--- config.mk ---
export PLATFORM = sky130hd
export DESIGN_NAME = tem_migration_ctrl
export DESIGN_NICKNAME = d
export VERILOG_FILES = /design/src/rtl/tem_pkg.sv /design/src/rtl/tem_interval_timer.sv /design/src/rtl/tem_lin_predictor.sv /design/src/rtl/tem_core_monitor.sv /design/src/rtl/tem_pair_select.sv /design/src/rtl/tem_migration_ctrl.sv
export SDC_FILE = /design/constraint.sdc
export NUM_CORES = 2
export LEC_CHECK = 0
export BUFFER_PORTS_ARGS = -buffer_cell sky130_fd_sc_hd__buf_2
export CAP_MARGIN = 5
export CORE_UTILIZATION = 50
export CTS_CLUSTER_SIZE = 16
export DETAILED_ROUTE_END_ITERATION = 10
export PLACE_DENSITY = 0.66
export SYNTH_ARGS = -nofsm -noshare
export SYNTH_HDL_FRONTEND = slang
export SYNTH_SLANG_ARGS = --single-unit
--- constraint.sdc ---
create_clock -name clk -period 11.3 [get_ports clk]
set_input_delay 2.26 -clock clk [delete_from_list [all_inputs] [get_ports clk]]
set_output_delay 2.26 -clock clk [all_outputs]
set_load 0.01 [all_outputs]
--- src/rtl/tem_pkg.sv ---
package tem_pkg;
  localparam int unsigned CORES = 4;
  localparam int unsigned IDX_W = (CORES > 1) ? $clog2(CORES) : 1;

  typedef logic [IDX_W-1:0] core_idx_t;

  typedef struct packed {
    logic      valid;
    core_idx_t src;
    core_idx_t dst;
  } swap_req_t;
endpackage

--- src/rtl/tem_interval_timer.sv ---
module tem_interval_timer #(
  parameter int unsigned INT_W = 24
) (
  input  logic             clk,
  input  logic             rst_n,
  input  logic [INT_W-1:0] interval_len,
  output logic             tick
);
  logic [INT_W-1:0] cnt_q, cnt_d;
  logic [INT_W-1:0] last_cnt;

  // Last cycle index of the interval; lengths below two are raised to two.
  always_comb begin
    if (interval_len < INT_W'(2)) last_cnt = INT_W'(1);
    else                          last_cnt = interval_len - INT_W'(1);
  end

  assign tick = (cnt_q >= last_cnt);

  always_comb begin
    if (tick) cnt_d = '0;
    else      cnt_d = cnt_q + INT_W'(1);
  end

  always_ff @(posedge clk or negedge rst_n) begin
    if (!rst_n) cnt_q <= '0;
    else        cnt_q <= cnt_d;
  end
endmodule

--- src/rtl/tem_lin_predictor.sv ---
module tem_lin_predictor #(
  parameter int unsigned W = 20
) (
  input  logic [W-1:0] cur,
  input  logic [W-1:0] prev,
  output logic [W-1:0] pred
);
  localparam int unsigned XW = W + 2;

  logic [XW-1:0] twice, base, diff;

  always_comb begin
    twice = {1'b0, cur, 1'b0};
    base  = {2'b00, prev};
    diff  = twice - base;
    if (twice <= base)          pred = '0;
    else if (diff[XW-1:W] != '0) pred = '1;
    else                         pred = diff[W-1:0];
  end
endmodule

--- src/rtl/tem_core_monitor.sv ---
module tem_core_monitor #(
  parameter int unsigned CNT_W = 20,
  parameter int unsigned DLY_W = 8,
  parameter int unsigned ACC_W = 24
) (
  input  logic             clk,
  input  logic             rst_n,
  input  logic             tick,
  input  logic             emerg,
  input  logic             dly_vld,
  input  logic [DLY_W-1:0] dly_smp,
  output logic [CNT_W-1:0] pred,
  output logic [ACC_W-1:0] dsum
);
  localparam int unsigned PAD_W = ACC_W + 1 - DLY_W;

  logic [CNT_W-1:0] ecnt_q, ecnt_d, ecnt_fin;
  logic [CNT_W-1:0] elast_q, elast_d;
  logic [CNT_W-1:0] eprev_q, eprev_d;
  logic [ACC_W-1:0] acc_q, acc_d, acc_fin;
  logic [ACC_W-1:0] dsum_q, dsum_d;
  logic [CNT_W:0]   esum;
  logic [ACC_W:0]   asum;

  // Saturating running totals including the current cycle's inputs.
  always_comb begin
    esum     = {1'b0, ecnt_q} + {{CNT_W{1'b0}}, emerg};
    ecnt_fin = esum[CNT_W] ? '1 : esum[CNT_W-1:0];
    asum     = {1'b0, acc_q} + (dly_vld ? {{PAD_W{1'b0}}, dly_smp} : '0);
    acc_fin  = asum[ACC_W] ? '1 : asum[ACC_W-1:0];
  end

  // Boundary acts as the load enable for the snapshot registers.
  always_comb begin
    ecnt_d  = ecnt_fin;
    acc_d   = acc_fin;
    elast_d = elast_q;
    eprev_d = eprev_q;
    dsum_d  = dsum_q;
    if (tick) begin
      ecnt_d  = '0;
      acc_d   = '0;
      elast_d = ecnt_fin;
      eprev_d = elast_q;
      dsum_d  = acc_fin;
    end
  end

  always_ff @(posedge clk or negedge rst_n) begin
    if (!rst_n) begin
      ecnt_q  <= '0;
      acc_q   <= '0;
      elast_q <= '0;
      eprev_q <= '0;
      dsum_q  <= '0;
    end else begin
      ecnt_q  <= ecnt_d;
      acc_q   <= acc_d;
      elast_q <= elast_d;
      eprev_q <= eprev_d;
      dsum_q  <= dsum_d;
    end
  end

  tem_lin_predictor #(.W(CNT_W)) u_pred (
    .cur  (elast_q),
    .prev (eprev_q),
    .pred (pred)
  );

  assign dsum = dsum_q;
endmodule

--- src/rtl/tem_pair_select.sv ---
module tem_pair_select
  import tem_pkg::*;
#(
  parameter int unsigned PW = 20,
  parameter int unsigned SW = 24
) (
  input  logic [CORES*PW-1:0] pred_flat,
  input  logic [CORES*SW-1:0] sum_flat,
  output core_idx_t           hot_idx,
  output core_idx_t           cool_idx,
  output logic                pair_ok
);
  logic [PW-1:0] best_p;
  logic [SW-1:0] best_s;

  // Strict comparisons keep the lowest index on ties.
  always_comb begin
    best_p   = pred_flat[PW-1:0];
    best_s   = sum_flat[SW-1:0];
    hot_idx  = '0;
    cool_idx = '0;
    for (int i = 1; i < int'(CORES); i++) begin
      if (pred_flat[i*PW +: PW] > best_p) begin
        best_p  = pred_flat[i*PW +: PW];
        hot_idx = core_idx_t'(i);
      end
      if (sum_flat[i*SW +: SW] < best_s) begin
        best_s   = sum_flat[i*SW +: SW];
        cool_idx = core_idx_t'(i);
      end
    end
    pair_ok = (best_p != '0) && (hot_idx != cool_idx);
  end
endmodule

--- src/rtl/tem_migration_ctrl.sv ---
module tem_migration_ctrl
  import tem_pkg::*;
#(
  parameter int unsigned INT_W = 24,
  parameter int unsigned CNT_W = 20,
  parameter int unsigned DLY_W = 8,
  parameter int unsigned ACC_W = 24
) (
  input  logic                   clk,
  input  logic                   rst_n,
  input  logic [INT_W-1:0]       interval_len,
  input  logic [CORES-1:0]       emerg_pulse,
  input  logic [CORES-1:0]       dly_valid,
  input  logic [CORES*DLY_W-1:0] dly_sample,
  output logic                   swap_valid,
  output logic [IDX_W-1:0]       swap_src,
  output logic [IDX_W-1:0]       swap_dst
);
  localparam int unsigned PRED_FLAT_W = CORES * CNT_W;
  localparam int unsigned SUM_FLAT_W  = CORES * ACC_W;

  logic                   bnd_tick;
  logic [PRED_FLAT_W-1:0] pred_flat;
  logic [SUM_FLAT_W-1:0]  dsum_flat;
  core_idx_t              sel_src, sel_dst;
  logic                   sel_ok;
  logic                   tick_d_q;
  swap_req_t              req_q, req_d;

  tem_interval_timer #(.INT_W(INT_W)) u_timer (
    .clk          (clk),
    .rst_n        (rst_n),
    .interval_len (interval_len),
    .tick         (bnd_tick)
  );

  for (genvar c = 0; c < int'(CORES); c++) begin : g_core
    tem_core_monitor #(
      .CNT_W (CNT_W),
      .DLY_W (DLY_W),
      .ACC_W (ACC_W)
    ) u_mon (
      .clk     (clk),
      .rst_n   (rst_n),
      .tick    (bnd_tick),
      .emerg   (emerg_pulse[c]),
      .dly_vld (dly_valid[c]),
      .dly_smp (dly_sample[c*DLY_W +: DLY_W]),
      .pred    (pred_flat[c*CNT_W +: CNT_W]),
      .dsum    (dsum_flat[c*ACC_W +: ACC_W])
    );
  end

  tem_pair_select #(.PW(CNT_W), .SW(ACC_W)) u_sel (
    .pred_flat (pred_flat),
    .sum_flat  (dsum_flat),
    .hot_idx   (sel_src),
    .cool_idx  (sel_dst),
    .pair_ok   (sel_ok)
  );

  always_comb begin
    req_d = '0;
    if (tick_d_q && sel_ok) begin
      req_d.valid = 1'b1;
      req_d.src   = sel_src;
      req_d.dst   = sel_dst;
    end
  end

  always_ff @(posedge clk or negedge rst_n) begin
    if (!rst_n) begin
      tick_d_q <= 1'b0;
      req_q    <= '0;
    end else begin
      tick_d_q <= bnd_tick;
      req_q    <= req_d;
    end
  end

  assign swap_valid = req_q.valid;
  assign swap_src   = req_q.src;
  assign swap_dst   = req_q.dst;
endmodule

### After elaboration in Yosys (flattened, before gate mapping)

Cells that the tools add are included.
Widths: inputs -> output; s select.

| word-level totals | value |
|---|---|
| register bits after elaboration | 462 |
| input port bits | 66 |
| output and inout port bits | 5 |
| word-level logic and storage cells | 101 |

| cells by class | value |
|---|---|
| $add $sub $neg | 14 |
| order comparisons | 12 |
| eq/ne operators | 1 |
| multiplexer cells | 42 |
| reductions and logical operators | 7 |

Operators with widths:

| kind | number |
|---|---|
| $mux 20 | 19 |
| $mux 24 | 12 |
| $add 24x25->25 | 4 |
| $sub 21x20->22 | 4 |
| $add 20x1->21 | 4 |
| $le 21x20->1 | 4 |
| $lt 24x24->1 | 3 |
| $gt 20x20->1 | 3 |
| $mux 8 | 4 |
| $add 24x1->24 const B | 1 |
| $ge 24x24->1 | 1 |
| $lt 24x2->1 const B | 1 |
| $sub 24x1->24 const B | 1 |
| $reduce_bool 20->1 | 1 |
| $mux 2 | 4 |
| $reduce_bool 2->1 | 4 |
| $mux 5 | 1 |
| $logic_and 1x1->1 | 2 |
| $mux 1 | 2 |
| $ne 2x2->1 | 1 |

### Depth between registers and ports, before layout

| logic depth | value |
|---|---|
| word-level depth | 14 |
| gate-level depth with buffers | 56 |
| gate-level depth less buffers | 51 |

### Cells and area by module

Synthesis repeated with hierarchy kept, for this count alone.

| unflattened totals | value |
|---|---|
| cells, all modules | 3574 |
| area, all modules | 32197.1 um^2 |

Modules (own cells, without submodules):

| module | times used | cells each | area an instance (um^2) | sequential area each (um^2) |
|---|---|---|---|---|
| tem_core_monitor (g_core[0].u_mon ...) | 3 | 485 | 5008.6 | 2702.6 |
| tem_lin_predictor | 4 | 179 | 1352.5 | 0.0 |
| tem_core_monitor (g_core[3].u_mon) | 1 | 489 | 4987.3 | 2702.6 |
| tem_pair_select | 1 | 626 | 4292.9 | 0.0 |
| tem_interval_timer | 1 | 277 | 2298.5 | 600.6 |
| tem_migration_ctrl | 1 | 11 | 182.7 | 150.1 |

### Least setup slack after synthesis

Ideal clock, no wire load.

| path | value |
|---|---|
| kind | reg-to-reg |
| start | register g_core[1].u_mon.eprev_q[0] |
| end | register req_q (netlist bit swap_src[0]) |
| setup time | 0.149 ns |
| data arrival time | 9.620 ns |
| required time | 11.151 ns |
| path slack | 1.531 ns |
| cell stages (with the launch flop) | 51 |
| path buffers | 8 |
| clock period less this slack | 9.769 ns |
| cells stage by stage | dfrtp_1 > fa_1 > and2b_1 > o2111ai_2 > a21oi_2 > or2_1 > a221oi_2 > or3_1 > clkbuf_1 > inv_1 > clkbuf_1 > a31oi_1 > ha_1 > nand4_1 > nor4_1 > a21oi_1 > o211a_2 > a221oi_4 > (+15 left out) > clkbuf_1 > clkbuf_1 > o21ai_0 > ha_1 > a21o_1 > a21o_1 > a211o_1 > a21o_1 > a21o_1 > a21oi_1 > o221ai_1 > o21ai_0 > and2_1 > o211ai_1 > o211ai_1 > o2111ai_1 > nor3_2 > a2111oi_1 |

RTL lines:

| item | line | RTL |
|---|---|---|
| start, declared | tem_core_monitor.sv:19 | `logic [CNT_W-1:0] eprev_q, eprev_d;` |
| start signal, assigned | tem_core_monitor.sv:60 | `eprev_q <= eprev_d;` |
| end signal, assigned | tem_migration_ctrl.sv:77 | `req_q <= req_d;` |
| end, declared | tem_migration_ctrl.sv:28 | `swap_req_t req_q, req_d;` |

==> results by group <==
Yosys
  – Mapped Cells: ~3500
  – Register bit total from synthesis: about 460
  – Synth Area in XOR/XNOR: 6.33%
  – Multiplexer share of the synthesized area: 1.62%
  – Adder-cell share of the synthesized area: 11.9%
  – Largest family of logic cells by synthesized area: compound AO/OA/AOI/OAI gates
  – Cell Area, Synth: between 0.03 and 0.04 mm2
  – Synth warn: 0
  – Ys flop type: dfrtp_1
  – Asr flop ratio synth: 100%
  – Post-synthesis net count: roughly 3800
  – EDFF count, synth: 0
  – Post-synth cell types: 82
  – Post-synthesis sequential area ratio: between 30% and 40%
  – Compound-Gate Fraction of Synth Area: about a fifth
  – Fraction of the mapped netlist area in simple logic gates: 18.4%
  – Post-Syn Area per Cell: approximately 8.6 um2

Drt
  – Routed Antenna Nets: 0
  – Via Count: ~24000
  – DRC: 4
  – Wire per inst: approximately 16 um
  – Drt total wl: approximately 67000 um
  – Drt initial violations: approximately 1300
  – Vias per cell: 5.54
  – DR pass1 iterations: 10

Global routing
  – Grt met2 use: between 30% and 40%
  – Largest net degree at the start of global routing: ~190
  – First-pass GRT wire length: 113000 um
  – Met3 usage: 2.47%
  – Initial antenna violation count: 0
  – Vias in the first global route: 22900
  – GR Util All Layers: 22.4%
  – Total gr overflow: 0
  – Top Usage Layer GRT: met2
  – GRT met1 Usage: between 30% and 40%

Clock network
  – CTS hold repair buffers: 0
  – H-tree depth: 2
  – Clock root buffer: clkbuf_16
  – CTS tree: done
  – Worst-Skew Late Latency: roughly 0.62 ns
  – Clock slew at reported path FFs: ~0.07 ns
  – Maximum clock path buffer count: 3
  – Clock Sinks: ~460
  – CTS Buf Count: 52

Layout
  – Share of layout cells above drive strength 1: ~6.5%
  – P&R area growth vs syn: 9.41%
  – Layout Nets: around 3800
  – Antenna fix cells: 0
  – Commonest non-fill, non-tap cell in the layout: dfrtp_1
  – Most frequent cells in the layout: dfrtp_1 (462), nor2_1 (436), a21oi_1 (314)

Floorplan
  – Initial core utilization: 50.7%
  – Die height: between 200 and 250 um
  – Die extent in x: approximately 250 um
  – Core area: 0.0592 mm2
  – Row count: 89
  – Die ar.: roughly 0.06 mm2
  – IO Count: 71

Critical path
  – Crit path DAT: 10.99 ns
  – Max incr delay on CP: 0.54 ns
  – Startpoint types: register
  – WS Path Type: reg2reg
  – CP required: approximately 12 ns
  – CP max-delay cell: or3_1
  – Crit Path Max Fanout: 26
  – Endpoint class of the critical path: register
  – Crit-path most repeated cell: a21o_1

Worst hold path
  – Hold Path Class: reg2reg

STA
  – Slew Viols, Final: 0
  – Setup TNS: 0 ns
  – Peak Freq: 94.9 MHz
  – Fin crit period: around 11 ns
  – Worst-margin pin slew: between 1 and 1.5 ns
  – Setup Viol. Count Final: 0
  – Relative max-transition margin: a little over a fifth
  – Final Cycle Share: 93.3%
  – RSZ-0062 raised after global routing: no
  – Final WS setup: approximately 0.76 ns
  – Worst clock skew: around 0.017 ns
  – Final hold vios: 0

Outcome
  – Status: complete, but fails checks
  – Failing checks: design-rule violations

Placed design
  – Place WS: 0.760 ns
  – Post-DP HPWL: ~48000 um
  – Placer Congestion: around 0.97
  – I/O Buffers: 70

Flow run
  – Max_cap viols: 0
-- cells in the mapped netlist, types with 41 or more instances --
cell type,instances,area [um2]
a21oi_1,314,1570
nand2b_1,42,263
xnor2_1,106,928
nor2_1,436,1640
o21ai_0,254,1270
ha_1,274,3430
inv_1,191,717
nand4_1,59,369
mux2i_1,44,440
clkbuf_1,138,518
nand3_1,92,460
and3_1,47,294
a21o_1,100,751
dfrtp_1,462,11600
a31oi_1,128,801
nor2b_1,41,257
nand2_1,311,1170
and2_1,48,300
xor2_1,111,972
-- what timing repair did --
action,CTS,global route
endpoints found under the hold margin,0,0
resized for setup,0,2
setup endpoints to repair,0,5
setup buffers,0,4
-- logic make-up (layout without fill, tap and decap cells) --
| logic type | count (synthesis) | count (layout) |
|---|---|---|
| AOI/OAI and AO/OA | 950 | 951 |
| xor gates and xnor gates | 217 | 217 |
| adders and majority gates | 282 | 282 |
| buffers and inverters | 340 | 382 |
| DFF | 462 | 462 |
| muxes | 48 | 48 |
| and+or+nand+nor | 1193 | 1193 |
-- per-layer routing --
layer,up-vias,share of wire (%)
met5,-,0
met4,0,2.4
met3,113,2.9
met2,298,47
met1,11200,48
li1,12200,-
-- cell type report --
type / instances / area [um2]
Timing Repair Buffer: 97 / 588
Clock buffer: 79 / 1570
Inverter: 191 / 728
Sequential cell: 462 / 11600
Fill cell: 5555 / 26400
Tap cell: 773 / 967
Multi-Input combinational cell: 2691 / 17200
Clock inverter: 15 / 214
-- worst max-delay path, delay by kind of cell, from the launching register on --
kind / cells / cell delay, ns
flops: 1 / 0.43
buf+inv: 2 / 0.76
compound gates: 28 / 5.16
fa+ha+maj: 4 / 1.37
simple gates: 10 / 2.64
-- through the flow --
step	std cells	utilization, %	cell area (um2)	hold slack, ns
final	4308	55.5	32900	0.483
after global routing	4308	55.5	32900	0.503
after CTS	4303	55.4	32800	0.486
after detailed placement	4209	52.4	31000	0.473
after global placement	4209	52.4	31000	0.466
after floorplan	3492	-	30000	0.450
-- state kept, by name (all words and copies together), names as in the netlist --
name	cells
swap_dst	2
swap_valid	1
g_core.u_mon.dsum	96
u_timer.cnt_q	24
swap_src	2
g_core.u_mon.eprev_q	80
tick_d_q	1
g_core.u_mon.ecnt_q	80
g_core.u_mon.elast_q	80
g_core.u_mon.acc_q	96
-- final timing paths --
path	cells past startpoint	to	from	slack, ns
worst max-delay path	44	swap_src[0]$_DFF_PN0_	g_core[1].u_mon.eprev_q[0]$_DFFE_PN0N_	0.76
worst min-delay path	2	g_core[2].u_mon.eprev_q[19]$_DFFE_PN0N_	g_core[2].u_mon.eprev_q[19]$_DFFE_PN0N_	0.48
worst max register to register	44	swap_src[0]$_DFF_PN0_	g_core[1].u_mon.eprev_q[0]$_DFFE_PN0N_	0.76
worst min register to register	2	g_core[2].u_mon.eprev_q[19]$_DFFE_PN0N_	g_core[2].u_mon.eprev_q[19]$_DFFE_PN0N_	0.48
max in group asynchronous	3	u_timer.cnt_q[19]$_DFF_PN0_	rst_n	7.48
min in group asynchronous	1	g_core[0].u_mon.ecnt_q[6]$_DFF_PN0_	rst_n	1.62
Power is left out: the tool's default activity adds up to more than one toggle a clock period on the data nets, which glitch-free logic cannot reach.
